==> src/rtl/updraft_pkg.sv <==
package updraft_pkg;

    // Polling discipline selected by the configuration bit.
    typedef enum logic {
        POLL_STRICT = 1'b0,
        POLL_SKIP   = 1'b1
    } poll_mode_e;

    // Slot number reserved for the node's own outgoing stream.
    localparam int LOCAL_SLOT = 0;

endpackage

==> src/rtl/updraft_ring.sv <==
// updraft_ring
// Decides which slots take part in a round and finds the next slot after
// the current one in cyclic order. Slot 0 is the local stream and slot k+1
// is child k. The module is purely combinational.
// Assumes cur_slot never exceeds NC.
module updraft_ring #(
    parameter int NC     = 4,
    parameter int WW     = 8,
    parameter int SLOT_W = 3
) (
    input  logic [NC*WW-1:0]  cfg_weight,
    input  logic [NC-1:0]     cfg_mask,
    input  logic              cfg_root,
    input  logic [SLOT_W-1:0] cur_slot,
    output logic              cur_ok,
    output logic [SLOT_W-1:0] nxt_slot,
    output logic [WW-1:0]     nxt_quota
);
    localparam int SPAN = 1 << SLOT_W;

    logic [SPAN-1:0] elig;
    logic [WW-1:0]   quota [SPAN];

    // The local slot takes part unless this node is the root, and it always moves one unit.
    assign elig[0]  = !cfg_root;
    assign quota[0] = WW'(1);

    // A child takes part when it is enabled and its weight is non-zero.
    for (genvar k = 0; k < NC; k++) begin : g_child
        logic [WW-1:0] w;
        assign w            = cfg_weight[k*WW +: WW];
        assign elig[k+1]    = cfg_mask[k] & (|w);
        assign quota[k+1]   = (|w) ? w : WW'(1);
    end

    // Slot numbers above NC are never eligible.
    for (genvar u = NC + 1; u < SPAN; u++) begin : g_pad
        assign elig[u]  = 1'b0;
        assign quota[u] = WW'(1);
    end

    // Search forward from the current slot for the first eligible slot.
    always_comb begin
        logic found;
        found    = 1'b0;
        nxt_slot = cur_slot;
        for (int i = 1; i <= NC + 1; i++) begin
            int c;
            c = int'(cur_slot) + i;
            if (c > NC) c = c - (NC + 1);
            if (!found && elig[c]) begin
                found    = 1'b1;
                nxt_slot = SLOT_W'(c);
            end
        end
    end

    assign cur_ok    = elig[cur_slot];
    assign nxt_quota = quota[nxt_slot];

endmodule

==> src/rtl/updraft_sched.sv <==
// updraft_sched
// Holds the round position (slot register) and the count of units still
// owed by the current slot. Strict mode advances only after a slot's quota
// has moved. Skip mode advances after each unit and passes over an empty source.
// Assumes the configuration changes only while the block is idle.
module updraft_sched
    import updraft_pkg::*;
#(
    parameter int NC     = 4,
    parameter int WW     = 8,
    parameter int SLOT_W = 3
) (
    input  logic              clk,
    input  logic              rst_n,
    input  logic              cfg_skip,
    input  logic              cur_ok,
    input  logic              src_valid,
    input  logic              fire,
    input  logic [SLOT_W-1:0] nxt_slot,
    input  logic [WW-1:0]     nxt_quota,
    output logic [SLOT_W-1:0] slot_q
);
    logic [WW-1:0]     cnt_q, cnt_d;
    logic [SLOT_W-1:0] slot_d;
    logic              adv;
    poll_mode_e        mode;

    assign mode = poll_mode_e'(cfg_skip);

    // Decide whether to move to the next slot and what count to load.
    always_comb begin
        adv = 1'b0;
        if (!cur_ok)
            adv = 1'b1;
        else if (fire && (mode == POLL_SKIP || cnt_q <= WW'(1)))
            adv = 1'b1;
        else if (mode == POLL_SKIP && !src_valid)
            adv = 1'b1;

        slot_d = adv ? nxt_slot : slot_q;

        if (adv)
            cnt_d = (mode == POLL_SKIP) ? WW'(1) : nxt_quota;
        else if (fire)
            cnt_d = cnt_q - WW'(1);
        else
            cnt_d = cnt_q;
    end

    // Position and remaining count registers; reset returns to the local slot.
    always_ff @(posedge clk) begin
        if (!rst_n) begin
            slot_q <= SLOT_W'(LOCAL_SLOT);
            cnt_q  <= WW'(1);
        end else begin
            slot_q <= slot_d;
            cnt_q  <= cnt_d;
        end
    end


    cnt_nonzero_chk: assert property (@(posedge clk) disable iff (!rst_n)
        cnt_q != '0);


    quota_hold_chk: assert property (@(posedge clk) disable iff (!rst_n)
        (cur_ok && fire && mode == POLL_STRICT && cnt_q > WW'(1)) |=> $stable(slot_q));

endmodule

==> src/rtl/updraft_xbar.sv <==
// updraft_xbar
// Steers the selected source to the output and returns the sink's ready
// to that source alone. There is no storage, so the path is combinational.
// Assumes slot never exceeds NC.
module updraft_xbar #(
    parameter int NC     = 4,
    parameter int DW     = 32,
    parameter int SLOT_W = 3
) (
    input  logic [SLOT_W-1:0] slot,
    input  logic              go,
    input  logic              own_valid,
    input  logic [DW-1:0]     own_data,
    input  logic [NC-1:0]     kid_valid,
    input  logic [NC*DW-1:0]  kid_data,
    output logic              src_valid,
    output logic [DW-1:0]     out_data,
    output logic              own_ready,
    output logic [NC-1:0]     kid_ready
);
    localparam int SPAN = 1 << SLOT_W;

    logic [SPAN-1:0] v_ext;
    logic [DW-1:0]   d_ext [SPAN];

    // Local source occupies slot 0.
    assign v_ext[0]  = own_valid;
    assign d_ext[0]  = own_data;
    assign own_ready = go && (slot == SLOT_W'(0));

    // Child k occupies slot k+1.
    for (genvar k = 0; k < NC; k++) begin : g_kid
        assign v_ext[k+1]   = kid_valid[k];
        assign d_ext[k+1]   = kid_data[k*DW +: DW];
        assign kid_ready[k] = go && (slot == SLOT_W'(k + 1));
    end

    // Slot numbers above NC carry nothing.
    for (genvar u = NC + 1; u < SPAN; u++) begin : g_pad
        assign v_ext[u] = 1'b0;
        assign d_ext[u] = '0;
    end

    assign src_valid = v_ext[slot];
    assign out_data  = d_ext[slot];

endmodule

==> src/rtl/updraft_merger.sv <==
// updraft_merger
// Merges the node's own stream and up to NC child streams into one upward
// stream. A round is one local unit followed by a weighted burst from each
// enabled child in index order. The selected source passes straight through.
// Assumes configuration inputs are held steady while traffic moves.
module updraft_merger #(
    parameter int NC = 4,
    parameter int DW = 32,
    parameter int WW = 8
) (
    input  logic             clk,
    input  logic             rst_n,
    input  logic [NC*WW-1:0] cfg_weight,
    input  logic [NC-1:0]    cfg_mask,
    input  logic             cfg_root,
    input  logic             cfg_skip,
    input  logic             own_valid,
    input  logic [DW-1:0]    own_data,
    output logic             own_ready,
    input  logic [NC-1:0]    kid_valid,
    input  logic [NC*DW-1:0] kid_data,
    output logic [NC-1:0]    kid_ready,
    output logic             up_valid,
    output logic [DW-1:0]    up_data,
    input  logic             up_ready
);
    localparam int SLOT_W = $clog2(NC + 1);

    logic [SLOT_W-1:0] slot_q, nxt_slot;
    logic [WW-1:0]     nxt_quota;
    logic              cur_ok, src_valid, go, fire;

    updraft_ring #(.NC(NC), .WW(WW), .SLOT_W(SLOT_W)) u_ring (
        .cfg_weight (cfg_weight),
        .cfg_mask   (cfg_mask),
        .cfg_root   (cfg_root),
        .cur_slot   (slot_q),
        .cur_ok     (cur_ok),
        .nxt_slot   (nxt_slot),
        .nxt_quota  (nxt_quota)
    );

    updraft_xbar #(.NC(NC), .DW(DW), .SLOT_W(SLOT_W)) u_xbar (
        .slot      (slot_q),
        .go        (go),
        .own_valid (own_valid),
        .own_data  (own_data),
        .kid_valid (kid_valid),
        .kid_data  (kid_data),
        .src_valid (src_valid),
        .out_data  (up_data),
        .own_ready (own_ready),
        .kid_ready (kid_ready)
    );

    updraft_sched #(.NC(NC), .WW(WW), .SLOT_W(SLOT_W)) u_sched (
        .clk       (clk),
        .rst_n     (rst_n),
        .cfg_skip  (cfg_skip),
        .cur_ok    (cur_ok),
        .src_valid (src_valid),
        .fire      (fire),
        .nxt_slot  (nxt_slot),
        .nxt_quota (nxt_quota),
        .slot_q    (slot_q)
    );

    // Handshake glue: output valid and grant only while the current slot takes part.
    assign up_valid = cur_ok && src_valid;
    assign go       = cur_ok && up_ready;
    assign fire     = up_valid && up_ready;


    one_grant_chk: assert property (@(posedge clk) disable iff (!rst_n)
        $onehot0({kid_ready, own_ready}));


    ready_follow_chk: assert property (@(posedge clk) disable iff (!rst_n)
        !up_ready |-> !(own_ready || (|kid_ready)));


    root_no_local_chk: assert property (@(posedge clk) disable iff (!rst_n)
        cfg_root |-> !own_ready);


    stall_hold_chk: assert property (@(posedge clk) disable iff (!rst_n)
        (cur_ok && !fire && !cfg_skip) |=> $stable(slot_q));


    local_pass_chk: assert property (@(posedge clk) disable iff (!rst_n)
        (up_valid && own_ready) |-> (up_data == own_data));

endmodule

==> config.mk <==
export PLATFORM = sky130hd
export DESIGN_NAME = updraft_merger
export DESIGN_NICKNAME = d
export VERILOG_FILES = /design/src/rtl/updraft_pkg.sv /design/src/rtl/updraft_ring.sv /design/src/rtl/updraft_sched.sv /design/src/rtl/updraft_xbar.sv /design/src/rtl/updraft_merger.sv
export SDC_FILE = /design/constraint.sdc
export NUM_CORES = 1
export LEC_CHECK = 0
export BUFFER_PORTS_ARGS = -buffer_cell sky130_fd_sc_hd__buf_2
export CORE_MARGIN = 2
export CORE_UTILIZATION = 44
export DETAILED_ROUTE_END_ITERATION = 7
export PLACE_DENSITY = 0.92
export SLEW_MARGIN = 15
export SYNTH_ARGS = -nofsm -noshare
export SYNTH_HDL_FRONTEND = slang
export SYNTH_SLANG_ARGS = --single-unit
==> constraint.sdc <==
create_clock -name clk -period 4.8 [get_ports clk]
set_input_delay 0 -clock clk [delete_from_list [all_inputs] [get_ports clk]]
set_output_delay 0 -clock clk [all_outputs]
set_load 0.005 [all_outputs]
==> results of run 1 <==
[Yosys cell counts (9+ instances only)]
library cell	number	area share (%)
a21boi_0	9	1.9
a21oi_1	18	2.5
a22o_1	32	7.7
and3_1	11	1.9
clkbuf_1	20	2.1
dfxtp_1	11	6.1
ha_1	15	5.2
inv_1	10	1.0
mux4_2	34	21
nand2_1	30	3.1
nand3_1	9	1.2
nor2_1	19	2.0
nor3_1	14	1.9
o211ai_1	16	3.3
o21ai_0	22	3.0
[through the flow]
stage	hold slack (ns)	power, mW
global route	0.0585	2.99
global placement	0.288	2.53
floorplan	0.123	2.06
CTS	0.0612	2.73
finish	0.0625	2.78
detailed placement	0.282	2.62
[cells by family after synthesis]
kind of cell,Yosys count
DFF,11
and+or+nand+nor,134
buffers and inverters,43
AOI/OAI and AO/OA,164
muxes,42
adders and majority gates,15
xor gates and xnor gates,9
[registers in the layout, summed over array words and instances (netlist names)]
signal	count
u_sched.slot_q	3
u_sched.cnt_q	8
[worst max-delay path, delay by kind of cell (launching register included)]
family                     cells  cell delay [ns]
muxes                          1             0.30
and+or+nand+nor                1             0.20
DFF                            1             0.60
xor gates and xnor gates       1             0.33
AOI/OAI and AO/OA              7             1.86
adders and majority gates      2             0.91
[power groups by stage]
stage	clock (mW)	sequential, mW	combinational (mW)
floorplan	0	0.138	1.92
global placement	0	0.181	2.35
detailed placement	0	0.183	2.43
CTS	0.0998	0.181	2.45
global route	0.106	0.190	2.69
finish	0.101	0.184	2.50
[area by class of cell]
class,count,area (µm²)
fill,761,3130
sequential,11,225
tap,105,131
multi-input combinational,364,3210
inverter,11,43.8
antenna,7,17.5
clock inverter,1,5.00
timing repair buffer,252,1280
clock buffer,3,41.3
[layer usage]
layer	vias to the layer above	wire length, µm	track usage, %
li1	2182	-	-
met1	2337	6080	42.2
met2	292	8080	56.1
met3	51	2110	12.4
met4	2	601	15.7
met5	-	16	0
[final timing paths]
check	endpoint
worst max-delay path	u_sched.cnt_q[5]
worst min-delay path	u_sched.cnt_q[6]
worst max register to register	u_sched.cnt_q[5]
worst min register to register	u_sched.cnt_q[7]
==> reports/qor.yml, run 1 <==
setup_path:
  crit_path_frequent_cell: "ha_1"
  cp-startpoint: "u_sched.slot_q[0]"
  reg2reg_from: "u_sched.slot_q[0]"
  crit_required_ns: 4.96
  path_max_fanout: 33
  cp_cell_sequence: "ha_1, ha_1, nor2b_1, o31ai_1, xor2_1, mux2i_1, a32o_1, a211oi_1, o21ai_2, o211a_2, a21oi_1, a311oi_2"
  crit_path_end_kind: "flip-flop"
  critPathSlowestCell: "dfxtp_4"
  cp-start-kind: "flip-flop"
  reg2reg_setup_slack_ns: 0.50
  criticalPathCategory: "reg -> reg"
  critical_path_arrival_ns: 4.46
  critPathMaxStageDelay_ns: 0.60
  r2r.worst_path.cells: 12
hold_path:
  min_from: "cfg_weight[6]"
  hold_depth: 3
  hold_class: "in -> reg"
synthesis:
  synthSimpleGateAreaFrac_pct: 20.6
  ys_seq_area_share_pct: 6.07
  synthAdderAreaFrac_pct: 5.17
  synth-edff-count: 0
  synth.cell_area_um2: 3630
  synthMuxAreaShare_pct: 23.4
  synth_compound_gate_area_share_pct: 36.6
  synth_xor_area_share_pct: 2.69
  ys_types: 76
  syn_avg_cell_area_um2: 8.68
  synth_ff_type: "dfxtp_1"
  yosysWarnings: 0
  synth.ff_latch_count: 11
  syn_nets: 639
  syn-instance-count: 418
  synth_top_family_by_area: "compound AO/OA/AOI/OAI gates"
  synthArstFlopShare_pct: 0
finish:
  layout_common_cells: "buf_2, mux4_2, a22o_1"
  fin_cells: 754
  fin_util_pct: 61.3
  stdcell_area_um2: 4960
  nets: 864
  area_growth_pct: 36.8
  layout-drive-gt1-share_pct: 51.1
  final_common_cell: "buf_2"
pwr:
  switching_share_pct: 53.8
  power_frac_comb_pct: 89.8
  vdd_drop_max_uv: 385
  power.density_nw_per_um2: 560
  internal-power_mw: 1.28
  clock_power_share_pct: 3.6
  p_leak_nw: 2.23
  seq_power_share_pct: 6.6
  p_switching_mw: 1.50
floorplanning:
  initial_utilization_pct: 44.8
  die-area_um2: 8990
  io_pins: 244
  row_count: 33
  fp.dieH_um: 94.8
  coreArea_um2: 8090
  fp.dieW_um: 94.8
global_route:
  grt_pass1_wl_um: 24300
  overflow: 0
  grt_use_total_pct: 35.0
  grt_max_degree: 42
  antenna_found_initial: 8
  first_global_vias: 4507
clock_tree:
  clk_latency_ns: 0.25
  cts_resized: 0
  postCtsSetupRepairBufs: 0
  cts-root-buf: "clkbuf_8"
  htreeDepth: 1
  cts_tree: "done"
  clockBufferDepth: 2
  cts_buffers: 3
  clkSlewWorstSetupHoldPaths_ns: 0.06
  cts_hold_buf: 0
  cts_sinks: 11
drt:
  dr.pass1.iters: 8
  drc: 0
  wire_per_inst_um: 22.4
  via_per_inst: 6.45
  finalWirelength_um: 16900
  num_vias: 4864
  ant_nets: 0
  drt_iter0_drc: 543
timing:
  drv_slew: 0
  worst_slack_ns: 0.498
  period_share_pct: 89.6
  finalSetupTns_ns: 0
  setup_viol: 0
  finClkSkew_ns: 0.00184
  grt_setup_unrepaired: "no"
  finalHoldViolCount: 0
  worst_slew_pin_slew_ns: 0.940
  fmax_mhz: 232
  min_period_ns: 4.30
  max-slew-margin-rel_pct: 36.8
placed_design:
  pre_cts_ws_ns: 0.640
  placed_cells: 743
  gp_congestion: 1.03
  io_buffers: 243
  dp_hpwl_um: 13900
  placed_cell_area_um2: 4900
outcome:
  status: "complete, no violations"
run:
  maxCapViolCount: 0
No activity file was read; power rests on OpenSTA's default activity.
==> inputs of run 2 (changes only) <==
--- a/config.mk
+++ b/config.mk
@@ -7,9 +7,9 @@
 export LEC_CHECK = 0
 export BUFFER_PORTS_ARGS = -buffer_cell sky130_fd_sc_hd__buf_2
 export CORE_MARGIN = 2
-export CORE_UTILIZATION = 44
+export CORE_UTILIZATION = 30
 export DETAILED_ROUTE_END_ITERATION = 7
-export PLACE_DENSITY = 0.92
+export PLACE_DENSITY = 0.69
 export SLEW_MARGIN = 15
 export SYNTH_ARGS = -nofsm -noshare
 export SYNTH_HDL_FRONTEND = slang
==> constraint.sdc (replaced) <==
create_clock -name clk -period 4.52 [get_ports clk]
set_input_delay 0 -clock clk [delete_from_list [all_inputs] [get_ports clk]]
set_output_delay 0 -clock clk [all_outputs]
set_load 0.005 [all_outputs]
==> reports/qor.yml, run 2 (same netlist as run 1, synthesis figures left out) <==
outcome:
  status: "complete, no violations"
timing:
  finalSetupTns_ns: 0  # unchanged
  finalHoldViolCount: 0  # unchanged
  grt_setup_unrepaired: "no"
  drv_slew: 0  # unchanged
  holdWs_ns: 0.0515  # -0.0110 ns
  finClkSkew_ns: 0.000742  # -0.00109 ns
  min_period_ns: 4.19  # -0.113 ns
  max-slew-margin-rel_pct: 33.4  # -3.4 points
  fmax_mhz: 239  # +2.7%
  worst_slack_ns: 0.332  # -0.167 ns
  setup_viol: 0  # unchanged
  worst_slew_pin_slew_ns: 0.990  # +0.0508 ns
  period_share_pct: 92.7  # +3.0 points
global_route:
  grt_use_total_pct: 23.9  # -11 points
  grt-busiest-layer: "met2"
  grtUsageMet1_pct: 29.8  # -12 points
  grt_max_degree: 38  # -9.5%
  grt_pass1_wl_um: 24400  # +0.40%
  grt_use_met3_pct: 2.60  # -9.8 points
  overflow: 0  # unchanged
  grtUsageMet2_pct: 42.4  # -14 points
  antenna_found_initial: 6  # -2
  first_global_vias: 4402  # -2.3%
pwr:
  seq_power_share_pct: 6.2  # -0.4 points
  p_leak_nw: 2.24  # +0.36%
  p_switching_mw: 1.61  # +7.5%
  power.density_nw_per_um2: 601  # +7.3%
  internal-power_mw: 1.42  # +11%
  vdd_drop_max_uv: 214  # -44%
  clock_power_share_pct: 5.3  # +1.7 points
  total_power_mw: 3.03  # +8.9%
  power_frac_comb_pct: 88.5  # -1.3 points
  switching_share_pct: 53.1  # -0.71 points
setup_path:
  crit_path_end_kind: "flip-flop"
  criticalPathCategory: "reg -> reg"
  critical_path_arrival_ns: 4.34  # -0.12 ns
  cp_cell_sequence: "inv_4, ha_1, or3b_2, a21oi_2, nor2_1, a32o_1, a22o_4, a211o_1, o21ai_2, o211a_2, a21oi_1, a311oi_2"
  path_buf_inv: 1  # +1
  crit_required_ns: 4.67  # -0.29 ns
  critPathMaxStageDelay_ns: 0.57  # -0.03 ns
  critPathSlowestCell: "dfxtp_4"
  path_max_fanout: 31  # -6.1%
  cp-start-kind: "flip-flop"
  crit_family: "compound AO/OA/AOI/OAI gates"
clock_tree:
  cts_hold_buf: 0  # unchanged
  cts_resized: 0  # unchanged
  htreeDepth: 1  # unchanged
  cts_buffers: 3  # unchanged
  postCtsSetupRepairBufs: 0  # unchanged
  cts_tree: "done"
  cts_sinks: 11  # unchanged
  clockBufferDepth: 2  # unchanged
  clkSlewWorstSetupHoldPaths_ns: 0.04  # -0.02 ns
  cts-root-buf: "clkbuf_16"
  clk_latency_ns: 0.23  # -0.02 ns
finish:
  area_growth_pct: 38.9
  nets: 863  # -0.12%
  fin_cells: 794  # +5.3%
  largest_reg_flops: 8  # unchanged
  largest_registers: "u_sched.cnt_q: 8 flops, u_sched.slot_q: 3 flops"
  final_common_cell: "buf_2"
  top_register: "u_sched.cnt_q"
  fin_util_pct: 42.3  # -19 points
  layout_common_cells: "buf_2, mux4_2, a22o_1"
  layout-drive-gt1-share_pct: 50.9  # -0.23 points
  stdcell_area_um2: 5040  # +1.5%
floorplanning:
  initial_utilization_pct: 30.5  # -14 points
  fp.dieH_um: 114  # +20%
  row_count: 40  # +21%
  io_pins: 244  # unchanged
  die-area_um2: 13000  # +45%
  coreArea_um2: 11900  # +47%
  fp.dieW_um: 114  # +20%
drt:
  dr.pass1.iters: 7  # -1
  finalWirelength_um: 16800  # -0.49%
  wire_per_inst_um: 21.2  # -5.5%
  drt_iter0_drc: 562  # +3.5%
  ant_nets: 0  # unchanged
  num_vias: 4711  # -3.1%
  drc: 0  # unchanged
  via_per_inst: 5.93  # -8.0%
placed_design:
  dp_hpwl_um: 13700  # -1.3%
  io_buffers: 243  # unchanged
  placed_cells: 784  # +5.5%
  pre_cts_ws_ns: 0.454  # -0.186 ns
  placed_cell_area_um2: 4940  # +0.92%
  gp_congestion: 0.899  # -12%
hold_path:
  hold_class: "in -> reg"
run:
  maxCapViolCount: 0  # unchanged
[run 2: cell count changes in the layout (fill, tap and decap cells not counted), sizes merged]
cell	change
buf	-1
clkbuf	+1
clkinv	-1
diode	-1
[run 2: tightest hold or removal path, stage by stage]
cell and delay [ns]:
buf_2 0.11, nand3_1 0.06, a31oi_1 0.07
[run 2: layer usage]
metal | vias to the layer above | part of all wire [%]
li1 | 2173 | -
met1 | 2255 | 40
met2 | 250 | 51
met3 | 33 | 7.4
met4 | 0 | 2.4
met5 | - | 0
[run 2: cell type report]
| class | count | area, µm² |
|---|---|---|
| Antenna cell | 6 | 15.0 |
| Clock buffer | 4 | 78.8 |
| Fill cell | 1226 | 6870 |
| Inverter | 11 | 43.8 |
| Multi-Input combinational cell | 364 | 3210 |
| Sequential cell | 11 | 225 |
| Tap cell | 147 | 184 |
| Timing Repair Buffer | 251 | 1280 |
[run 2: path summary, 6_finish.rpt]
path                                         from                to  slack, ns  cells past startpoint
worst max register to register  u_sched.slot_q[0]  u_sched.cnt_q[5]       0.33                     12
worst max-delay path            u_sched.slot_q[0]  u_sched.cnt_q[5]       0.33                     12
worst min-delay path                cfg_weight[6]  u_sched.cnt_q[6]       0.05                      3
worst min register to register   u_sched.cnt_q[4]  u_sched.cnt_q[4]       0.64                      2
[run 2: power groups by stage]
| stage | registers, mW | clock network (mW) | logic [mW] |
|---|---|---|---|
| after global placement | 0.184 | 0 | 2.55 |
| final | 0.188 | 0.159 | 2.68 |
| after floorplan | 0.147 | 0 | 2.04 |
| after global routing | 0.193 | 0.165 | 2.89 |
| after CTS | 0.184 | 0.159 | 2.64 |
| after detailed placement | 0.186 | 0 | 2.62 |
==> inputs of run 3 (changes only) <==
--- a/config.mk
+++ b/config.mk
@@ -7,9 +7,10 @@
 export LEC_CHECK = 0
 export BUFFER_PORTS_ARGS = -buffer_cell sky130_fd_sc_hd__buf_2
 export CORE_MARGIN = 2
-export CORE_UTILIZATION = 30
+export CORE_UTILIZATION = 44
 export DETAILED_ROUTE_END_ITERATION = 7
-export PLACE_DENSITY = 0.69
+export GPL_TIMING_DRIVEN = 0
+export PLACE_DENSITY = 0.92
 export SLEW_MARGIN = 15
 export SYNTH_ARGS = -nofsm -noshare
 export SYNTH_HDL_FRONTEND = slang
==> reports/qor.yml, run 3 (same netlist as run 1, synthesis figures left out) <==
drt:
  drt_iter0_drc: 532  # -5.3%
  via_per_inst: 6.63  # +12%
  dr.pass1.iters: 6  # -1
  wl_met3_um: 2410  # +95%
  drc: 0  # unchanged
  ant_nets: 0  # unchanged
  num_vias: 5128  # +8.9%
  wl_met1_um: 6130  # -8.0%
  wire_per_inst_um: 22.7  # +7.5%
  top_layer: "met4"
  finalWirelength_um: 17600  # +4.7%
  dr_wl_met2_um: 8020  # -5.5%
global_route:
  grt_use_total_pct: 37.0  # +13 points
  overflow: 0  # unchanged
  grt_max_degree: 14  # -63%
  first_global_vias: 4742  # +7.7%
  antenna_found_initial: 3  # -3
  grt_pass1_wl_um: 25200  # +3.4%
pwr:
  total_power_mw: 3.07  # +1.4%
  switching_share_pct: 54.1  # +1.0 points
  p_leak_nw: 2.26  # +1.0%
  internal-power_mw: 1.41  # -0.80%
  seq_power_share_pct: 5.2  # -1.0 points
  vdd_drop_max_uv: 385  # +80%
  power_frac_comb_pct: 91.6  # +3.1 points
  power.density_nw_per_um2: 608  # +1.2%
  clock_power_share_pct: 3.3  # -2.0 points
  p_switching_mw: 1.66  # +3.3%
setup_path:
  reg2reg_setup_slack_ns: 0.19  # -0.14 ns
  criticalPathCategory: "reg -> reg"
  critPathMaxStageDelay_ns: 0.50  # -0.07 ns
  crit_path_end_kind: "flip-flop"
  cp_cell_sequence: "buf_6, inv_1, clkbuf_2, buf_2, ha_1, clkbuf_1, or3b_2, a21oi_2, nor2_1, a32o_1, a22o_4, a211o_1, o21ai_4, clkbuf_2, a21boi_0, o211ai_1, o211ai_1"
  cp-start-kind: "flip-flop"
  crit_family: "compound AO/OA/AOI/OAI gates"
  critPathSlowestCell: "or3b_2"
  path_buf_inv: 6  # +5
  critical_path_arrival_ns: 4.44  # +0.10 ns
  path_max_fanout: 13  # -58%
  crit_required_ns: 4.64  # -0.03 ns
floorplanning:
  initial_utilization_pct: 44.8  # +14 points
  coreArea_um2: 8090  # -32%
  die-area_um2: 8990  # -31%
  fp.dieW_um: 94.8  # -17%
  fp.dieH_um: 94.8  # -17%
  io_pins: 244  # unchanged
  row_count: 33  # -18%
clock_tree:
  cts_sinks: 11  # unchanged
  htreeDepth: 1  # unchanged
  cts_tree: "done"
  clockBufferDepth: 2  # unchanged
  clkSlewWorstSetupHoldPaths_ns: 0.05  # about the same
  cts-root-buf: "clkbuf_8"
  postCtsSetupRepairBufs: 0  # unchanged
  clk_latency_ns: 0.24  # about the same
  cts_buffers: 3  # unchanged
timing:
  worst_slew_pin_slew_ns: 0.964  # -0.0262 ns
  drv_slew: 0  # unchanged
  period_share_pct: 95.8  # +3.1 points
  setup_viol: 0  # unchanged
  min_period_ns: 4.33  # +0.140 ns
  finClkSkew_ns: 0.00450  # +0.00376 ns
  max-slew-margin-rel_pct: 35.2  # +1.8 points
  fmax_mhz: 231  # -3.2%
  finalHoldViolCount: 0  # unchanged
  finalSetupTns_ns: 0  # unchanged
finish:
  final_common_cell: "buf_2"
  largest_registers: "u_sched.cnt_q: 8 flops, u_sched.slot_q: 3 flops"
  area_growth_pct: 39.2
  largest_reg_flops: 8  # unchanged
  layout_common_cells: "buf_2, mux4_2, a22o_1"
  nets: 887  # +2.8%
  layout-drive-gt1-share_pct: 49.5  # -1.4 points
  top_register: "u_sched.cnt_q"
  stdcell_area_um2: 5050  # +0.20%
hold_path:
  hold_class: "in -> reg"
outcome:
  status: "complete, no violations"
placed_design:
  dp_hpwl_um: 14600  # +6.2%
  io_buffers: 243  # unchanged
  gp_congestion: 1.02  # +14%
  placed_cell_area_um2: 4970  # +0.63%
run:
  maxCapViolCount: 0  # unchanged
run 3: cell types whose count changed in the layout (fill, tap and decap cells not counted), moves of 4 or more:
cell and delta:
clkbuf_2 +4, buf_6 +4, buf_4 -8, buf_1 +4
clkbuf_1 +16
run 3: path summary, 6_finish.rpt:
path	from	to	depth (start not counted)
worst max-delay path	u_sched.slot_q[2]	u_sched.cnt_q[1]	17
worst min-delay path	cfg_weight[6]	u_sched.cnt_q[6]	3
worst max register to register	u_sched.slot_q[2]	u_sched.cnt_q[1]	17
worst min register to register	u_sched.cnt_q[7]	u_sched.cnt_q[7]	2
run 3: what timing repair did:
action | CTS | global route
cloned | 0 | 0
endpoints found under the setup margin | 8 | 9
resized for setup | 1 | 9
hold buffers | 0 | 0
run 3: cell type report:
type,count,area (µm²)
antenna,3,7.51
buffer,32,159
clock buffer,3,41.3
clock inverter,1,5.00
fill,741,3050
inverter,11,43.8
multi-input combinational,364,3220
sequential,11,220
tap,105,131
timing repair buffer,243,1220
run 3: power groups by stage:
stage	Clock, mW	Combinational [mW]	Sequential, mW
floorplan	0	2.04	0.147
global placement	0	2.62	0.157
detailed placement	0	2.69	0.158
CTS	0.0985	2.70	0.156
global route	0.103	3.04	0.159
finish	0.0998	2.81	0.160
run 3: worst reg2reg max path: stages, from the launching register on:
cell and delay [ns]:
dfxtp_1 0.44, buf_6 0.20, inv_1 0.06, clkbuf_2 0.21, buf_2 0.27, ha_1 0.22, clkbuf_1 0.20, or3b_2 0.50
a21oi_2 0.19, nor2_1 0.06, a32o_1 0.23, a22o_4 0.29, a211o_1 0.31, o21ai_4 0.28, clkbuf_2 0.25, a21boi_0 0.13
o211ai_1 0.24, o211ai_1 0.13
run 3: per-stage QoR:
step,hold slack (ns),std cells,utilization (%),setup WS [ns]
final,0.0482,773,62.4,0.191
after global routing,0.0710,772,62.3,-0.000120
after CTS,0.0442,770,62.1,0.0873
after detailed placement,0.291,766,61.5,-0.130
after global placement,0.289,766,61.5,-0.0745
after floorplan,0.123,418,-,0.687
run 3: metal layers:
metal,vias to the layer above,GRT usage [%]
met1,2398,43.8
met5,-,0
li1,2212,-
met3,103,13.6
met2,415,59.1
met4,0,18.1
